`src/rtl/ptw_pkg.sv`:
```
package ptw_pkg;

  // Prescale code width; the prescaler is 2**PS_CODE_W bits wide.
  localparam int PS_CODE_W = 3;
  localparam int PS_W      = 1 << PS_CODE_W;
  localparam int MODE_W    = PS_CODE_W + 3;

  // Packed so that the write data maps bit for bit (MSB first).
  typedef struct packed {
    logic                 src_pin;    // bit 5: 1 = external pin, 0 = instruction tick
    logic                 fall_edge;  // bit 4: 1 = falling pin edge counts
    logic                 ps_to_wdt;  // bit 3: 1 = prescaler on watchdog
    logic [PS_CODE_W-1:0] ps_code;    // bits 2..0: prescale code
  } tmode_t;

  localparam tmode_t TMODE_RST = '{src_pin: 1'b1, fall_edge: 1'b1,
                                   ps_to_wdt: 1'b1, ps_code: '1};

endpackage

```
`src/rtl/ptw_pin_sync.sv`:
```
module ptw_pin_sync #(
  parameter int SYNC_STAGES = 2
) (
  input  logic clk,
  input  logic rst_n,
  input  logic pin_async,
  output logic rise,
  output logic fall
);

  // chain_q[0..SYNC_STAGES-1] synchronise, chain_q[SYNC_STAGES] holds the previous sample
  logic [SYNC_STAGES:0] chain_q, chain_d;

  always_comb begin
    chain_d = {chain_q[SYNC_STAGES-1:0], pin_async};
    rise    =  chain_q[SYNC_STAGES-1] & ~chain_q[SYNC_STAGES];
    fall    = ~chain_q[SYNC_STAGES-1] &  chain_q[SYNC_STAGES];
  end

  always_ff @(posedge clk or negedge rst_n) begin
    if (!rst_n) chain_q <= '0;
    else        chain_q <= chain_d;
  end

endmodule

```
`src/rtl/ptw_prescaler.sv`:
```
module ptw_prescaler #(
  parameter int PS_W = 8
) (
  input  logic                       clk,
  input  logic                       rst_n,
  input  logic                       clr,
  input  logic                       in_evt,
  input  logic [$clog2(PS_W+1)-1:0]  log2_ratio,
  output logic                       out_evt
);

  logic [PS_W-1:0] ps_q, ps_d, low_mask;

  always_comb begin
    low_mask = '0;
    for (int i = 0; i < PS_W; i++) begin
      if (i < int'(log2_ratio)) low_mask[i] = 1'b1;
    end
    out_evt = in_evt && !clr && ((ps_q & low_mask) == low_mask);
    ps_d    = ps_q;
    if (clr)         ps_d = '0;
    else if (in_evt) ps_d = ps_q + PS_W'(1);
  end

  always_ff @(posedge clk or negedge rst_n) begin
    if (!rst_n) ps_q <= '0;
    else        ps_q <= ps_d;
  end

  // a clear leaves the prescaler at zero
  p_ps_clear_r10: assert property (@(posedge clk) disable iff (!rst_n)
    clr |=> (ps_q == '0));

endmodule

```
`src/rtl/ptw_wdog.sv`:
```
module ptw_wdog #(
  parameter int WDT_W = 8
) (
  input  logic clk,
  input  logic rst_n,
  input  logic run,
  input  logic clr,
  input  logic tick,
  output logic base_evt
);

  logic [WDT_W-1:0] wcnt_q, wcnt_d;

  always_comb begin
    base_evt = run && !clr && tick && (wcnt_q == '1);
    wcnt_d   = wcnt_q;
    if (!run || clr) wcnt_d = '0;
    else if (tick)   wcnt_d = wcnt_q + WDT_W'(1);
  end

  always_ff @(posedge clk or negedge rst_n) begin
    if (!rst_n) wcnt_q <= '0;
    else        wcnt_q <= wcnt_d;
  end

  p_wdt_clear_r10: assert property (@(posedge clk) disable iff (!rst_n)
    clr |=> (wcnt_q == '0));

  p_wdt_hold_r11: assert property (@(posedge clk) disable iff (!rst_n)
    !run |=> (wcnt_q == '0));

endmodule

```
`src/rtl/ptw_timer_wdog.sv`:
```
module ptw_timer_wdog
  import ptw_pkg::*;
#(
  parameter int CNT_W       = 8,
  parameter int WDT_W       = 8,
  parameter int SYNC_STAGES = 2
) (
  input  logic              clk,
  input  logic              rst_n,
  input  logic              icyc_en,
  input  logic              wdt_tick,
  input  logic              wdt_on,
  input  logic              ext_pin,
  input  logic              mode_we,
  input  logic [MODE_W-1:0] mode_wdata,
  input  logic              cnt_we,
  input  logic [CNT_W-1:0]  cnt_wdata,
  input  logic              wdt_clr,
  input  logic              sleep_req,
  output logic [CNT_W-1:0]  cnt_rdata,
  output logic              wdt_timeout
);

  localparam int SEL_W = $clog2(PS_W + 1);

  tmode_t            mode_q, mode_d;
  logic [CNT_W-1:0]  cnt_q, cnt_d;
  logic              to_q, to_d;

  logic              pin_rise, pin_fall, src_evt;
  logic              base_evt, wd_clear;
  logic              ps_in, ps_clr, ps_out, cnt_inc;
  logic [SEL_W-1:0]  ps_sel;

  ptw_pin_sync #(.SYNC_STAGES(SYNC_STAGES)) u_sync (
    .clk       (clk),
    .rst_n     (rst_n),
    .pin_async (ext_pin),
    .rise      (pin_rise),
    .fall      (pin_fall)
  );

  ptw_wdog #(.WDT_W(WDT_W)) u_wdog (
    .clk      (clk),
    .rst_n    (rst_n),
    .run      (wdt_on),
    .clr      (wd_clear),
    .tick     (wdt_tick),
    .base_evt (base_evt)
  );

  ptw_prescaler #(.PS_W(PS_W)) u_ps (
    .clk        (clk),
    .rst_n      (rst_n),
    .clr        (ps_clr),
    .in_evt     (ps_in),
    .log2_ratio (ps_sel),
    .out_evt    (ps_out)
  );

  // Routing of the shared prescaler
  always_comb begin
    wd_clear = wdt_clr | sleep_req;
    src_evt  = mode_q.src_pin ? (mode_q.fall_edge ? pin_fall : pin_rise) : icyc_en;
    if (mode_q.ps_to_wdt) begin
      ps_sel  = SEL_W'(mode_q.ps_code);
      ps_in   = base_evt;
      ps_clr  = wd_clear;
      cnt_inc = src_evt;
      to_d    = ps_out;
    end else begin
      ps_sel  = SEL_W'(mode_q.ps_code) + SEL_W'(1);
      ps_in   = src_evt;
      ps_clr  = cnt_we;
      cnt_inc = ps_out;
      to_d    = base_evt;
    end
  end

  // Next state of mode and counter
  always_comb begin
    mode_d = mode_we ? tmode_t'(mode_wdata) : mode_q;
    cnt_d  = cnt_q;
    if (cnt_we)       cnt_d = cnt_wdata;
    else if (cnt_inc) cnt_d = cnt_q + CNT_W'(1);
  end

  always_ff @(posedge clk or negedge rst_n) begin
    if (!rst_n) begin
      mode_q <= TMODE_RST;
      cnt_q  <= '0;
      to_q   <= 1'b0;
    end else begin
      mode_q <= mode_d;
      cnt_q  <= cnt_d;
      to_q   <= to_d;
    end
  end

  assign cnt_rdata   = cnt_q;
  assign wdt_timeout = to_q;

  p_cnt_step_r6: assert property (@(posedge clk) disable iff (!rst_n)
    !cnt_we |=> (cnt_q == $past(cnt_q) || cnt_q == $past(cnt_q) + CNT_W'(1)));

  p_cnt_load_r7: assert property (@(posedge clk) disable iff (!rst_n)
    cnt_we |=> (cnt_q == $past(cnt_wdata)));

  p_to_single_r12: assert property (@(posedge clk) disable iff (!rst_n)
    wdt_timeout |=> !wdt_timeout);

  p_to_off_r11: assert property (@(posedge clk) disable iff (!rst_n)
    !wdt_on |=> !wdt_timeout);

endmodule

```
`config.mk`:
```
export PLATFORM = sky130hd
export DESIGN_NAME = ptw_timer_wdog
export DESIGN_NICKNAME = d
export VERILOG_FILES = /design/src/rtl/ptw_pkg.sv /design/src/rtl/ptw_pin_sync.sv /design/src/rtl/ptw_prescaler.sv /design/src/rtl/ptw_wdog.sv /design/src/rtl/ptw_timer_wdog.sv
export SDC_FILE = /design/constraint.sdc
export NUM_CORES = 1
export LEC_CHECK = 0
export BUFFER_PORTS_ARGS = -buffer_cell sky130_fd_sc_hd__buf_2
export CAP_MARGIN = 20
export CORE_MARGIN = 5
export CORE_UTILIZATION = 56
export CTS_BUF_LIST = sky130_fd_sc_hd__clkbuf_16
export DETAILED_ROUTE_END_ITERATION = 7
export PLACE_DENSITY = 0.82
export SYNTH_ARGS = -nofsm -noshare
export SYNTH_HDL_FRONTEND = slang
export SYNTH_SLANG_ARGS = --single-unit
```
`constraint.sdc`:
```
create_clock -name clk -period 3.2 [get_ports clk]
set_input_delay 0.32 -clock clk [delete_from_list [all_inputs] [get_ports clk]]
set_output_delay 0.32 -clock clk [all_outputs]
set_load 0.05 [all_outputs]
```
# Yosys cells after proc, flatten, opt, wreduce, memory -nomap -nowiden
# Index checks and enable logic that the tools add are counted.
[op_classes]
add_sub_neg = 4
n_lt_le_gt_ge = 8
eq_ne = 2
mux = 21
bitwise = 6
n_reduce_logical = 12
[op_table]
columns = ["cell", "count"]
rows = [
  ["$mux W8", 6],
  ["$add A8 B1 Y8 const B", 3],
  ["$lt A3 B4 Y1 const A", 4],
  ["$mux W1", 14],
  ["$and A8 B8 Y8", 1],
  ["$eq A8 B8 Y1", 1],
  ["$eq A8 B8 Y1 const B", 1],
  ["$lt A1 B4 Y1 const A", 2],
  ["$lt A2 B4 Y1 const A", 2],
  ["$reduce_bool A2 Y1", 3],
  ["$logic_and A1 B1 Y1", 5],
  ["$add A3 B1 Y4 const B", 1],
  ["$mux W4", 1],
  ["$logic_not A1 Y1", 3],
  ["$and A1 B1 Y1", 2],
  ["$not A1 Y1", 2],
  ["$logic_or A1 B1 Y1", 1],
  ["$or A1 B1 Y1", 1],
]
[word_totals]
regBits = 34
in_bits = 24
out_inout_bits = 9
elab_cells = 62

# Longest topological paths before layout
# Gate-level depths: netlist (run 1).
[logic_depth]
ltp_word = 11
depth_mapped = 8
mapped_depth_nobuf = 7

# Modules after synthesis
# A second synthesis (run 1) with hierarchy kept.
[hier_totals]
cells_unflattened = 189
hier_area_um2 = 1905.6
[by_module_without_submodules]
columns = ["module", "n_inst", "cells_each", "area_per_inst_um2", "seq_area_each_um2"]
rows = [
  ["ptw_timer_wdog", 1, 92, 945.9, 382.9],
  ["ptw_prescaler", 1, 52, 465.4, 200.2],
  ["ptw_wdog", 1, 40, 404.1, 200.2],
  ["ptw_pin_sync", 1, 5, 90.1, 75.1],
]

# Worst setup path before layout (run 1)
# No wires, ideal clock.
[synth_path]
path_type = "reg-to-reg"
startpoint = "register mode_q[1] (netlist bit)"
endpoint = "register cnt_q[4] (netlist: cnt_rdata[4])"
setup_ps = 83
t_arrival_ps = 2162
t_required_ps = 3117
slack_ps = 955
path_stages_with_launch = 8
n_path_buf = 0
synth_period_minus_slack_ps = 2245
path_cell_list = "dfstp_2 ha_1 or2_1 o221ai_1 o2111a_2 o22ai_2 or4_1 o211ai_2"
[synth_via]
elab_chain_cells = 9
word_cells_on_any_way = 23
classes_between = "1 x add/sub; 8 x order compare; 1 x eq/ne; 10 x mux; 1 x bitwise; 2 x reduce/logical"
[synth_rtl]
columns = ["element", "line_no", "source"]
rows = [
  ["start: declaration", "ptw_timer_wdog.sv:26", "tmode_t mode_q, mode_d;"],
  ["start signal: assignment", "ptw_timer_wdog.sv:94", "mode_q <= mode_d;"],
  ["$add A3 B1 Y4", "ptw_timer_wdog.sv:72", "ps_sel = SEL_W'(mode_q.ps_code) + SEL_W'(1);"],
  ["$mux W4 *", "ptw_timer_wdog.sv:65", "if (mode_q.ps_to_wdt) begin"],
  ["$lt A1 B4 Y1 (tied with other cells)", "ptw_prescaler.sv:17", "if (i < int'(log2_ratio)) low_mask[i] = 1'b1;"],
  ["$mux W1", "ptw_prescaler.sv:17", ""],
  ["$and A8 B8 Y8", "ptw_prescaler.sv:19", "out_evt = in_evt && !clr && ((ps_q & low_mask) == low_mask);"],
  ["$eq A8 B8 Y1 *", "ptw_prescaler.sv:19", ""],
  ["$logic_and A1 B1 Y1 *", "ptw_prescaler.sv:19", ""],
  ["$mux W1 *", "ptw_timer_wdog.sv:65", ""],
  ["$reduce_bool A2 Y1 (no source line) *", "-", ""],
  ["end signal: assignment", "ptw_timer_wdog.sv:95", "cnt_q <= cnt_d;"],
  ["end: declaration", "ptw_timer_wdog.sv:27", "logic [CNT_W-1:0] cnt_q, cnt_d;"],
]
# Every way passes the cells marked *; elsewhere a longest branch is shown, timed or not.
# A chain may end at the register's enable or synchronous reset.

# Worst setup path in the final report (run 1)
[layout_path]
startpoint = "register mode_q[0] (netlist bit)"
endpoint = "register cnt_q[4] (netlist: cnt_rdata[4])"
# The elaborated chain is that of the path after synthesis.

==> results of run 1 <==
==> routing by layer <==
| layer | up-vias | GRT usage | part of all wire |
|---|---|---|---|
| met4 | 0 | 0.0617 | 0.0099 |
| li1 | 833 | - | - |
| met5 | - | 0 | 0 |
| met2 | 47 | 0.267 | 0.48 |
| met3 | 4 | 0.0660 | 0.065 |
| met1 | 782 | 0.234 | 0.45 |
==> sequential cells by signal, summed over array words and instances, names as in the netlist <==
| name | flops |
|---|---|
| cnt_rdata | 8 |
| u_ps.ps_q | 8 |
| u_wdog.wcnt_q | 8 |
| mode_q | 6 |
| u_sync.chain_q | 3 |
| wdt_timeout | 1 |
==> metrics by stage <==
step	total power, W	utilization	cell area (um^2)
6_report	0.00130	0.674	2300
5_1_grt	0.00137	0.674	2300
4_1_cts	0.00131	0.674	2300
3_5_place_dp	0.000860	0.634	2170
3_3_place_gp	0.000852	0.634	2170
2_1_floorplan	0.000772	-	2010
==> worst register-to-register path: cells and delay by family (launching register included) <==
family / cells / cell delay, ns
and+or+nand+nor: 2 / 0.81
AOI/OAI and AO/OA: 4 / 0.69
DFF: 1 / 0.61
adders and majority gates: 1 / 0.29
==> path summary, 6_finish.rpt <==
kind,endpoint,slack [ns]
setup / recovery,cnt_rdata[4]$_DFFE_PN0P_,0.72
hold / removal,cnt_rdata[1]$_DFFE_PN0P_,0.10
setup reg to reg,cnt_rdata[4]$_DFFE_PN0P_,0.72
hold reg to reg,u_sync.chain_q[1]$_DFF_PN0_,0.36
max in group asynchronous,u_wdog.wcnt_q[3]$_DFFE_PN0P_,2.64
min in group clk,u_sync.chain_q[0]$_DFF_PN0_,0.15
==> cells in the final DEF, fill, tap and decap left out, drive strengths merged, types with 3 or more instances in the layout <==
cell	instances
buf	32
dfrtp	28
nor2	27
nand2	20
a21oi	12
o21ai	12
nand3	7
xor2	6
or3	6
dfstp	6
nand4	5
mux2i	5
mux2	5
clkbuf	5
or2	5
xnor2	4
nor3	4
ha	4
inv	4
and4	3
clkinv	3
nor4	3
==> cell families after synthesis <==
logic type | Yosys count
buf+inv | 13
fa+ha+maj | 4
flops | 34
xor+xnor | 10
mux | 10
compound gates | 45
simple gates | 96
==> power by group <==
group	leakage [nW]	total, W	internal (W)	switching [W]
logic	0.512	0.000322	0.000112	0.000210
registers	0.428	0.000531	0.000474	0.0000576
clock network	0.0663	0.000445	0.000279	0.000166
total	1.01	0.00130	0.000865	0.000433
==> layout make-up <==
cell class                 instances  share of cell area
multi-input combinational        165               0.466
inverter                           4             0.00760
clock buffer                       5              0.0543
clock inverter                     3             0.00489
tap                               46              0.0250
timing repair buffer              32              0.0695
sequential                        34               0.373
==> impl.org, run 1 <==
** Run status
- The run finished with clean final reports.

** CTS
- Clock root buffer master :: clkbuf_16
- Clock-pin slew was measured on the worst setup and hold paths at 0.05 ns.
- Worst skew pair latency :: 0.28 ns
- Post-cts hold buffer count :: 0
- Once the clock tree was built, the setup fixing pass inserted 0 buffers.
- TritonCTS clock tree :: yes
- TritonCTS Buffers :: 5
- The longest clock path from root to sink contains 2 buffers.
- Number of sinks driven by the clock tree :: 34
- After clock tree synthesis, the repair step resized 0 gates.
- The clock tree synthesis step divided the H-tree into 2 levels.

** Critical path
- The startpoint identified for the worst register-to-register timing path is mode_q[0]$_DFFE_PN1P_.
- Total stage count of the critical path :: 7
- In this run the worst setup path begins at mode_q[0]$_DFFE_PN1P_.
- The setup path with the least slack is of type reg2reg.
- Data on the critical path is required at its endpoint by 3.40 ns.
- For this run, the slowest stage of the critical path takes 0.61 ns.
- The worst setup path is launched from a flop.
- Traced cell by cell, the critical path runs through ha_1 -> or2_1 -> o221ai_1 -> o2111a_2 -> o22ai_2 -> or4_1 -> o211ai_2.
- Among cell families on the critical path, the largest total delay comes from simple AND/OR/NAND/NOR gates.
- The number of buffers and inverters on the critical path is 0.
- The worst setup path is captured at a flop.
- For the worst flop-to-flop path, the logic depth is 7.
- Of all nets on the critical path, the largest fanout is 10.
- Data on the critical path arrives at its endpoint at 2.68 ns.
- The slowest stage of the critical path belongs to the cell dfstp_2.

** Placement
- HPWL reported at the end of detailed placement :: 3060 um
- Placed insts :: 281
- RePlAce Congestion :: 0.846
- Prior to clock tree synthesis, the placed netlist has a worst setup slack of 0.729 ns.
- Count of input and output buffers :: 32

** Pwr
- VDD sags by at most 0.446 mV.
- In this run the static leakage power is 1.01 nW.
- Power spread over the standard cell area amounts to 564 nW/um^2.

** Timing
- Max Clock Skew :: 0.00541 ns
- The tightest hold path in the finished design has a slack of 0.100 ns.
- The final max-slew violation count is 0.
- Final WS setup :: 0.724 ns
- Minimum clock period :: 2.48 ns
- Sum of negative setup slack :: 0 ns
- Unrepaired setup endpoints after global routing :: no
- Final period util :: 0.774
- Setup violations remaining at the end of the flow were counted as 0.
- Timing would allow up to 0.404 GHz.
- The count of endpoints failing hold in the final timing report is 0.
- Worst-case headroom to the max-slew limit :: 0.459
- Transition time at the pin with the least slew margin :: 0.789 ns

** Synthesis
- After synthesis, the cell types taking the most area are dfrtp_1 35%, dfstp_2 7.9%, nor2_1 5.0%.
- Top cell types by occurrence after synthesis :: 28 x dfrtp_1, 27 x nor2_1, 20 x nand2_1
- Of the total synthesized cell area, the portion taken by AND, OR, NAND and NOR gates is 0.254.
- The portion of synthesized area spent on multiplexers is 0.0530.
- By area, the combinational part of the netlist is dominated by simple AND/OR/NAND/NOR gates.
- Counting every net in the synthesized netlist gives 240.
- Post-synthesis adder-cell area fraction :: 0.0249
- Post-synthesis sequential element count :: 34
- In this run, synthesis inferred 0 flip-flops with an integrated enable.
- Of the total synthesized cell area, the portion taken by XOR and XNOR cells is 0.0436.
- The most used flip-flop cell after synthesis is dfrtp_1.
- Netlist Area Pre-Place :: 2010 um^2
- The synthesized netlist contains 55 unique library cells.
- A synthesized cell averages 9.47 um^2.
- Count leader, synth :: dfrtp_1
- Share of Yosys cell area claimed by the top area cell type :: 0.349
- Synth Area in Compound Gates :: 0.159
- FFs w/ async S/R, synth :: 1.00
- The Yosys step of the flow raised 0 warnings.
- Cell count after synthesis :: 212
- Proportion of synthesized chip area in sequential cells :: 0.427
- Top cell type by total area after synthesis :: dfrtp_1

** Routing
- The routed design has 4150 um of wire.
- In this run, the number of DRC markers left after iteration 0 of detailed routing was 111.
- For this block, the via count after detailed routing is 1666.
- Once detail routing completed, the nets flagged for antenna violations numbered 0.
- Using the TritonRoute via totals, the vias-per-cell ratio works out to 5.76.
- After detailed routing, the number of remaining DRC violations is 0.
- Post-detailed-route wirelength per cell :: 14.4 um
- The first detailed-routing pass took 4 iterations.

** Floorplanning
- Row count :: 21
- Overall die area :: 4880 um^2
- Chip height :: 69.9 um
- In this run the count of I/O pins placed on the die edge is 33.
- The die is 69.9 um wide.
- The core region is 3420 um^2.
- The initial utilization of the core area, before any placement, comes to 0.588.

** Job
- Total of max-cap violations :: 0

** Hold path
- The path class of the tightest hold or removal check is in2async.

** Global route
- Initial antenna violation count :: 0
- Entering global routing, the biggest net connects 35 pins.
- The via count of the first global-routing pass was 1507.
- For this run the aggregate overflow at the end of global routing stands at 0.
- The first global-routing pass estimated 6950 um of wire.
- Overall global routing resource usage :: 0.177

** Layout
- The filler cells instantiated in the layout total 267.
- Synthesis-to-layout area growth :: 14.7%
- Of the cells placed in the final design, the portion with a size suffix greater than 1 is 0.235.
- Ant. Diodes :: 0
- Summing all flip-flop and latch instances after layout gives 858 um^2.
- For this run, the number of standard cells in the final layout without fillers is 289.
- Layout Nets :: 270
- In the final layout, the multi-input gates occupy 1070 um^2.
Note: power is estimated with default switching activity, not from simulation.
==> run 2: changes to the inputs <==
Clock period 3.2 ns to 2.5 ns, I/O delays scaled along.
==> impl.org, run 2 (same netlist as run 1, synthesis figures left out) <==
** Run status
- Status: complete, no violations (unchanged).

** Pwr
- The standby leakage power was 1.04 nW (was 1.01 nW).
- Pwr Density :: 710 nW/um^2 (was 564 nW/um^2)
- VDD IR-drop max :: 0.469 mV (was 0.446 mV)
- The post-route total power was 0.00167 W (was 0.00130 W).

** Timing
- Final period util :: 0.972 (was 0.774)
- Final setup violation count :: 0 (unchanged)
- Final Max Tran Viols :: 0 (unchanged)
- Worst hold slack after final layout :: 0.0428 ns (was 0.100 ns)
- The worst slew margin relative to its limit is 0.475 (was 0.459).
- Achievable Freq :: 0.412 GHz (was 0.404 GHz)
- Sum of negative setup slack :: 0 ns (unchanged)
- The transition time at the pin with the least slew margin is 0.765 ns (was 0.789 ns).
- The count of endpoints failing hold in the final timing report came to 0 (unchanged).
- The worst clock skew was 0.00407 ns (was 0.00541 ns).
- The minimum clock period after layout is 2.43 ns (was 2.48 ns).

** Layout
- Commonest non-fill, non-tap cell in the layout :: buf_2 (unchanged)
- The layout cell share with drive strength beyond 1 came to 0.257 (was 0.235).
- The number of non-filler instances in the completed layout is 295 (was 289).
- Layout Nets :: 277 (was 270)
- The area growth from synthesis to layout was 17.1% (was 14.7%).
- FILL cells :: 280 (was 267)
- Storage cell area :: 858 um^2 (unchanged)
- Most used cells in the layout excluding fill and tap cells :: 32 x buf_2, 28 x dfrtp_1, 27 x nor2_1, 20 x nand2_1, 12 x a21oi_1 (unchanged)
- Ant. Diodes :: 0 (unchanged)
- Area taken by multi-input logic gates :: 1070 um^2 (unchanged)

** Placement
- The placer's final routability congestion estimate is 0.858 (was 0.846).
- HPWL reported at the end of detailed placement :: 2930 um (was 3060 um)
- The number of instances in the placed design came to 286 (was 281).
- The number of buffers added on ports was 32 (unchanged).

** Floorplanning
- The y dimension of the die was 69.9 um (unchanged).
- The starting density of the core came to 0.588 (unchanged).
- Number of top-level pins :: 33 (unchanged)
- Overall die area :: 4880 um^2 (unchanged)
- Standard cell core area :: 3420 um^2 (unchanged)
- The width of the die came to 69.9 um (unchanged).
- Row count :: 21 (unchanged)

** Critical path
- The critical path launch point was mode_q[1]$_DFFE_PN1P_ (was mode_q[0]$_DFFE_PN1P_).
- CP max-delay cell :: dfstp_2 (unchanged)
- Cells along the critical path :: ha_1 -> or2_1 -> o221ai_1 -> o2111a_2 -> o22ai_2 -> nor3_1 -> a311oi_1 (was ha_1 -> or2_1 -> o221ai_1 -> o2111a_2 -> o22ai_2 -> or4_1 -> o211ai_2)
- Buf/Inv on CP :: 0 (unchanged)
- The start of the worst register-to-register path is mode_q[1]$_DFFE_PN1P_ (was mode_q[0]$_DFFE_PN1P_).
- Max Fanout on Critical Path :: 7 (was 10)
- The arrival time reported for the critical path endpoint is 2.55 ns (was 2.68 ns).
- The endpoint required time on the critical path is 2.62 ns (was 3.40 ns).
- Critical path endpoint :: cnt_rdata[7]$_DFFE_PN0P_ (was cnt_rdata[4]$_DFFE_PN0P_)
- The reg-to-reg endpoint was cnt_rdata[7]$_DFFE_PN0P_ (was cnt_rdata[4]$_DFFE_PN0P_).
- The instance count on the critical path was 7 (unchanged).
- Cells on worst reg2reg path :: 7 (unchanged)
- The startpoint-to-endpoint class of the critical path is reg2reg (unchanged).
- Kind of cell adding the most delay to the critical path :: compound AO/OA/AOI/OAI gates (was simple AND/OR/NAND/NOR gates)
- The critical path endpoint category is a flop (unchanged).
- The critical path's largest stage delay is 0.56 ns (was 0.61 ns).
- Internal reg-to-reg setup slack :: 0.07 ns (was 0.72 ns)
- The critical path startpoint category is a flop (unchanged).

** Global route
- The wire length of the first global-routing pass is 7240 um (was 6950 um).
- Initial antenna violation count :: 0 (unchanged)
- Overall global routing resource usage :: 0.185 (was 0.177)
- The maximum number of pins on one net before global-route repair was 35 (unchanged).
- The overall overflow remaining after global route came to 0 (unchanged).
- Number of global-route vias before repair :: 1547 (was 1507)

** CTS
- Number of sinks driven by the clock tree :: 34 (unchanged)
- Worst skew pair latency :: 0.28 ns (about the same)
- Clock buffer depth :: 2 (unchanged)
- H-tree depth :: 2 (unchanged)
- The cell chosen for the clock root is clkbuf_16 (unchanged).
- CTS clk-pin slew, worst paths :: 0.05 ns (about the same)
- The CTS tree is yes (unchanged).
- The clock buffer count from CTS came to 5 (unchanged).
- Post-cts hold buffer count :: 0 (unchanged)

** Routing
- Antenna Violating Nets Remaining :: 0 (unchanged)
- Total via count after detailed routing :: 1731 (was 1666)
- Post-detailed-route wirelength per cell :: 14.4 um (about the same)
- The detailed router's first-iteration violation count was 98 (was 111).
- The vias per cell is 5.87 (was 5.76).
- The final wirelength was 4240 um (was 4150 um).
- The count of unresolved DRC violations after routing was 0 (unchanged).
- Pre-Repair DR Iteration Count :: 4 (unchanged)

** Hold path
- Hold Crit Class :: in2async (unchanged)

** Job
- Total of max-cap violations :: 0 (unchanged)
[run 2: metrics by stage]
step,util,worst slack (ns),instance area (um^2)
3_5_place_dp,0.645,0.0971,2200
3_3_place_gp,0.645,0.155,2200
6_report,0.689,0.0700,2350
4_1_cts,0.684,0.0726,2340
2_1_floorplan,-,0.255,2010
5_1_grt,0.689,-0.00892,2350
[run 2: how the worst min path moves through the flow]
stage,startpoint,endpoint,cells after the start
after CTS,rst_n,cnt_rdata[5]$_DFFE_PN0P_,1
final,rst_n,cnt_rdata[5]$_DFFE_PN0P_,1
after global placement,u_sync.chain_q[0]$_DFF_PN0_,u_sync.chain_q[1]$_DFF_PN0_,0
after detailed placement,u_sync.chain_q[0]$_DFF_PN0_,u_sync.chain_q[1]$_DFF_PN0_,0
after global routing,ext_pin,u_sync.chain_q[0]$_DFF_PN0_,1
after floorplan,rst_n,cnt_rdata[0]$_DFFE_PN0P_,0
[run 2: cell type report]
type                    instances  area share
well taps                      46      0.0245
multi-input cells             165       0.456
inverters                       4     0.00745
repair buffers                 39      0.0904
clock inverters                 2     0.00319
flip-flops and latches         34       0.365
clock buffers                   5      0.0532
[run 2: repair_timing]
item / 4_1_cts / 5_1_grt
endpoints found under the hold margin: 0 / 0
resized for setup: 0 / 0
setup endpoints to repair: 0 / 3
setup buffers: 0 / 2
[run 2: metal layers]
layer	GRT usage	vias to the layer above	wire [um]
met5	0	-	0
met4	0.0957	0	91
met3	0.0359	12	197
met2	0.282	46	2010
met1	0.249	826	1940
li1	-	847	-
[run 2: where the power goes]
group	switching, W	internal (W)	total (W)
Clock	0.000207	0.000355	0.000562
Combinational	0.000277	0.000157	0.000434
Sequential	0.0000672	0.000606	0.000674
